<file path="src/rtl/txn_ckpt_ctrl.sv">
module txn_ckpt_ctrl #(
  parameter int MAX_LEN = 64,
  parameter int RB_LAT  = 3
) (
  input  logic        clk,
  input  logic        rst_n,
  input  logic [31:0] dec_instr,
  input  logic        dec_valid,
  input  logic [5:0]  stage_valid,
  output logic        snap_o,
  output logic        commit_o,
  output logic        restore_o,
  output logic        err_o,
  output logic        active_o
);
  localparam logic [31:0] W_OPEN  = 32'h0100_0003;
  localparam logic [31:0] W_CLOSE = 32'h0100_0002;
  localparam logic [31:0] W_ABORT = 32'h0100_0001;
  localparam int CW = $clog2(MAX_LEN + 1);

  logic              active_q, pend_q;
  logic [2:0]        ahead_q;
  logic [RB_LAT-1:0] rb_q;
  logic [CW-1:0]     cnt_q;

  wire retire  = stage_valid[5];
  wire force_c = active_q && retire && (cnt_q == CW'(MAX_LEN - 1));
  wire open_c  = active_q && !force_c;
  wire is_open  = dec_valid && (dec_instr == W_OPEN);
  wire is_close = dec_valid && (dec_instr == W_CLOSE);
  wire is_abort = dec_valid && (dec_instr == W_ABORT);
  wire rb_hit   = is_abort && open_c;

  assign commit_o  = force_c || (open_c && (is_close || is_open));
  assign err_o     = (is_close || is_abort) && !open_c;
  assign snap_o    = pend_q && (ahead_q == 3'b000);
  assign restore_o = rb_q[RB_LAT-1];
  assign active_o  = active_q;

  always_ff @(posedge clk or negedge rst_n) begin
    if (!rst_n) begin
      active_q <= 1'b0;
      pend_q   <= 1'b0;
      ahead_q  <= '0;
      rb_q     <= '0;
      cnt_q    <= '0;
    end else begin
      rb_q <= {rb_q[RB_LAT-2:0], rb_hit};

      if (is_open) begin
        pend_q  <= 1'b1;
        ahead_q <= {stage_valid[4], stage_valid[3], 1'b0};
      end else if (snap_o) begin
        pend_q <= 1'b0;
      end else begin
        ahead_q <= {ahead_q[1:0], 1'b0};
      end

      if (snap_o)
        active_q <= 1'b1;
      else if (commit_o || rb_hit)
        active_q <= 1'b0;

      if (snap_o || commit_o || rb_hit)
        cnt_q <= '0;
      else if (active_q && retire)
        cnt_q <= cnt_q + 1'b1;
    end
  end
endmodule

</file>
<file path="config.mk">
export PLATFORM = sky130hd
export DESIGN_NAME = txn_ckpt_ctrl
export DESIGN_NICKNAME = d
export VERILOG_FILES = /design/src/rtl/txn_ckpt_ctrl.sv
export SDC_FILE = /design/constraint.sdc
export NUM_CORES = 1
export LEC_CHECK = 0
export ABC_AREA = 1
export ABC_CLOCK_PERIOD_IN_PS = 1400
export CAP_MARGIN = 10
export CORE_ASPECT_RATIO = 1.4
export CORE_UTILIZATION = 30
export CTS_CLUSTER_DIAMETER = 50
export DETAILED_ROUTE_END_ITERATION = 6
export DONT_BUFFER_PORTS = 1
export PLACE_DENSITY = 0.51
export RECOVER_POWER = 50
export SYNTH_ARGS = -nofsm -noshare
export SYNTH_HDL_FRONTEND = slang
export SYNTH_SLANG_ARGS = --single-unit
</file>
<file path="constraint.sdc">
create_clock -name clk -period 1.4 [get_ports clk]
set_input_delay 0 -clock clk [delete_from_list [all_inputs] [get_ports clk]]
set_output_delay 0 -clock clk [all_outputs]
set_load 0.05 [all_outputs]
</file>
==> reports/qor.csv <==
stage;metric;value;unit
outcome;status;finished with violations;
outcome;violated checks;negative setup slack;
timing;actual transition at the worst max-transition pin;0.658;ns
synthesis;portion of netlist area occupied by mux cells;1.84;%
timing;Fin Clk Skew;0.00139;ns
synthesis;number of standard cells after synthesis;114;
placed_design;detailed placer's ending HPWL;1450;um
routing;average wire length per cell after detail routing;11.3;um
synthesis;FF+latch count, synth;14;
clock_tree;maximum number of buffers from clock root to sink;2;
timing;Tcrit/Tclk final;111;%
synthesis;number of nets produced by synthesis;156;
floorplanning;number of top-level pins;46;
clock_tree;clock buffers created by TritonCTS;3;
power_and_ir_drop;Leak Pwr;0.554;nW
worst_setup_path;Worst Reg2Reg Path Length in Cells;12;
power_and_ir_drop;overall power consumption;0.00147;W
floorplanning;initial cell density of the core;31.2;%
clock_tree;clock root buffer master;sky130_fd_sc_hd__clkbuf_4;
power_and_ir_drop;portion of total power attributed to the clock network;20.4;%
clock_tree;clock tree sinks;14;
routing;total wire length;1970;um
timing;RSZ-0062 raised after global routing;true;
grt;GR Util All Layers;15.1;%
placed_design;gp weighted congestion;0.773;
cells_and_area;layout cell share with drive strength beyond 1;37.7;%
power_and_ir_drop;switching fraction of total power;36.6;%
worst_setup_path;worst setup path category;reg2out;
timing;total count of max-transition violations in the final report;0;
worst_setup_path;data arrival time of the worst path;1.56;ns
worst_setup_path;critical path capture point;err_o;
synthesis;largest family of logic cells by synthesized area;simple AND/OR/NAND/NOR gates;
timing;Worst slew margin;56.0;%
worst_setup_path;Worst setup EP type;output port;
cells_and_area;layout filler cell count;263;
cells_and_area;number of diodes added for antenna fixing;0;
synthesis;fraction of the mapped netlist area in adder cells;1.53;%
worst_setup_path;worst reg2reg path endpoint;cnt_q[0]$_DFFE_PN0P_;
power_and_ir_drop;power density relative to cell area;1190;nW/um^2
power_and_ir_drop;net switching component of the power;0.000539;W
floorplanning;full die area;2940;sq um
placed_design;post-placement worst setup slack;-0.0536;ns
worst_setup_path;setup slack on the worst flop-to-flop path;-0.13;ns
floorplanning;floorplan core area;2620;sq um
synthesis;fraction of the mapped netlist area in compound gates;2.45;%
timing;Setup TNS;-1.13;ns
worst_setup_path;Critical path origin;cnt_q[1]$_DFFE_PN0P_;
worst_setup_path;kind of start point of the critical path;flip-flop;
grt;number of antenna violations at the first check in global routing;0;
grt;global-route wire length before repair;3060;um
synthesis;mean instance size in the synthesized netlist;7.17;sq um
worst_hold_path;class of the tightest hold or removal check;in2reg;
timing;smallest setup slack after layout;-0.157;ns
routing;via density per instance;4.59;
cells_and_area;combined area of the multi-input logic cells;536;sq um
power_and_ir_drop;peak supply drop;0.481;mV
worst_setup_path;critical path fanouts, max;2;
flow_run;max-cap viol count;0;
routing;number of optimization iterations in the first detailed-route pass;4;
clock_tree;Worst-Skew Late Latency;0.29;ns
floorplanning;Die Wd;46.1;um
worst_setup_path;data required time of the worst path;1.40;ns
synthesis;count of unique library cells instantiated by Yosys;19;
synthesis;sequential share of the synthesized area;42.9;%
cells_and_area;area taken by flip-flops and latches;352;sq um
timing;number of setup violations in the final report;11;
placed_design;number of port buffers;0;
timing;f_max;0.642;GHz
routing;total DRC errors in the routed layout;0;
clock_tree;CTS tree;yes;
routing;detailed-route via count;798;
synthesis;post-synthesis cell area;817;sq um
worst_setup_path;source of the worst register-to-register timing path;cnt_q[1]$_DFFE_PN0P_;
floorplanning;floorplan die height;63.7;um
clock_tree;CTS clock-pin slew for the worst setup and hold paths;0.09;ns
routing;initial DRC count;4;
cells_and_area;NumNets Final;181;
power_and_ir_drop;Int Power;0.000933;W
clock_tree;maximum level of the CTS H-tree;1;
floorplanning;number of core rows;22;
synthesis;Synth warnings;0;
routing;Detail Route Antenna Nets;0;
timing;final count of hold timing violations;0;
synthesis;synthesized-area fraction occupied by xor and xnor cells;4.29;%
worst_hold_path;worst hold path stage count;4;
grt;maximum number of pins on one net before global-route repair;15;
synthesis;area fraction in and, or, nand and nor cells after synthesis;39.7;%
power_and_ir_drop;relative contribution of sequential cells to total power;38.9;%
grt;GRT Residual Overflow;0;
power_and_ir_drop;power share of the combinational group;40.7;%
timing;minimum clock period;1.56;ns
cells_and_area;layout overhead on the synthesized area;51.0;%
grt;via count of the first global-routing pass;747;
layer usage:
layer | vias to the layer above | track usage [%] | part of all wire (%)
li1 | 397 | - | -
met4 | 0 | 12.1 | 2.8
met5 | - | 0 | 0
met3 | 4 | 1.98 | 5.4
met2 | 45 | 27.3 | 56
met1 | 352 | 13.8 | 36
final cells by class:
| class | count | area share, % |
|---|---|---|
| inverters | 16 | 5.48 |
| well taps | 36 | 3.65 |
| clock buffers | 4 | 2.94 |
| repair buffers | 20 | 16.0 |
| flip-flops and latches | 14 | 28.5 |
| multi-input cells | 84 | 43.4 |
synth_stat cells (all sizes together):
cell,count,area [sq um]
nand4,1,6.26
xnor2,2,17.5
clkinv,1,3.75
nor3,3,15.0
dfrtp,14,350
nand2,30,118
ha,1,12.5
a21oi,2,10.0
o21ai,2,10.0
xor2,2,17.5
inv,15,56.3
nand3,6,45.0
mux2,1,15.0
nor2,34,140
cell families (layout without fill, tap and decap cells):
family / Yosys count / after routing
and+or+nand+nor: 74 / 74
buffers and inverters: 16 / 40
DFF: 14 / 14
AOI/OAI and AO/OA: 4 / 4
xor gates and xnor gates: 4 / 4
adders and majority gates: 1 / 1
muxes: 1 / 1
power groups by stage:
stage / logic, W / registers, W / clock network [W]
floorplan: 0.000262 / 0.000583 / 0
global placement: 0.000419 / 0.000569 / 0
detailed placement: 0.000427 / 0.000576 / 0
CTS: 0.000535 / 0.000572 / 0.000311
global route: 0.000655 / 0.000587 / 0.000324
finish: 0.000598 / 0.000573 / 0.000301
state kept, by name (all words and copies together) (netlist names):
signal,count
active_o,1
ahead_q,2
cnt_q,7
pend_q,1
rb_q,3
critical path, cell delays in order, from the launching register on:
cell                      delay (ns)
sky130_fd_sc_hd__dfrtp_1        0.37
sky130_fd_sc_hd__ha_2           0.19
sky130_fd_sc_hd__inv_2          0.05
sky130_fd_sc_hd__nor2_4         0.09
sky130_fd_sc_hd__nand3_4        0.08
sky130_fd_sc_hd__nand2_2        0.06
sky130_fd_sc_hd__inv_2          0.04
sky130_fd_sc_hd__buf_6          0.11
sky130_fd_sc_hd__a21oi_4        0.12
sky130_fd_sc_hd__buf_12         0.15
cell usage in the layout (no fill, tap or decap):
cell and count:
sky130_fd_sc_hd__dfrtp_1 13, sky130_fd_sc_hd__buf_6 4, sky130_fd_sc_hd__a21oi_1 1, sky130_fd_sc_hd__ha_2 1, sky130_fd_sc_hd__o21ai_0 2, sky130_fd_sc_hd__xnor2_1 2
sky130_fd_sc_hd__nor2_1 23, sky130_fd_sc_hd__nand3_1 2, sky130_fd_sc_hd__nor2_4 5, sky130_fd_sc_hd__nor2_2 6, sky130_fd_sc_hd__dfrtp_2 1, sky130_fd_sc_hd__nand2_2 3
sky130_fd_sc_hd__dlygate4sd3_1 3, sky130_fd_sc_hd__inv_1 12, sky130_fd_sc_hd__mux2_4 1, sky130_fd_sc_hd__inv_2 2, sky130_fd_sc_hd__buf_4 11, sky130_fd_sc_hd__a21oi_4 1
sky130_fd_sc_hd__nor3_1 1, sky130_fd_sc_hd__nand2_1 24, sky130_fd_sc_hd__xor2_1 2, sky130_fd_sc_hd__buf_12 2, sky130_fd_sc_hd__nand3_4 3, sky130_fd_sc_hd__inv_4 1
sky130_fd_sc_hd__clkinv_4 1, sky130_fd_sc_hd__clkbuf_4 3, sky130_fd_sc_hd__nor3_4 2, sky130_fd_sc_hd__nand2_4 3, sky130_fd_sc_hd__nand3_2 1, sky130_fd_sc_hd__clkbuf_8 1
sky130_fd_sc_hd__nand4_1 1
through the flow:
stage	utilization (%)	cell area (sq um)	cells	hold slack [ns]
after floorplan	-	872	114	-0.296
after global placement	39.2	1020	161	-0.295
after detailed placement	39.2	1020	161	-0.295
after CTS	44.7	1170	171	0.00825
after global routing	47.2	1230	174	0.0450
final	47.2	1230	174	0.0103
worst min path at each step:
stage | start | end | slack (ns)
3_5_place_dp | rst_n | rb_q[1]$_DFF_PN0_ | -0.30
6_report | dec_instr[1] | ahead_q[1]$_DFFE_PN0P_ | 0.01
2_1_floorplan | rst_n | active_o$_DFFE_PN0P_ | -0.30
5_1_grt | stage_valid[5] | cnt_q[0]$_DFFE_PN0P_ | 0.04
3_3_place_gp | rst_n | rb_q[2]$_DFF_PN0_ | -0.30
4_1_cts | dec_instr[1] | ahead_q[1]$_DFFE_PN0P_ | 0.008
timing repair:
item	CTS	global route
pin swaps	5	1
buffers inserted	3	3
hold buffers	3	0
resized for setup	14	11
hold endpoints to repair	16	0
endpoints found under the setup margin	9	11
No activity file was read; power rests on OpenSTA's default activity.
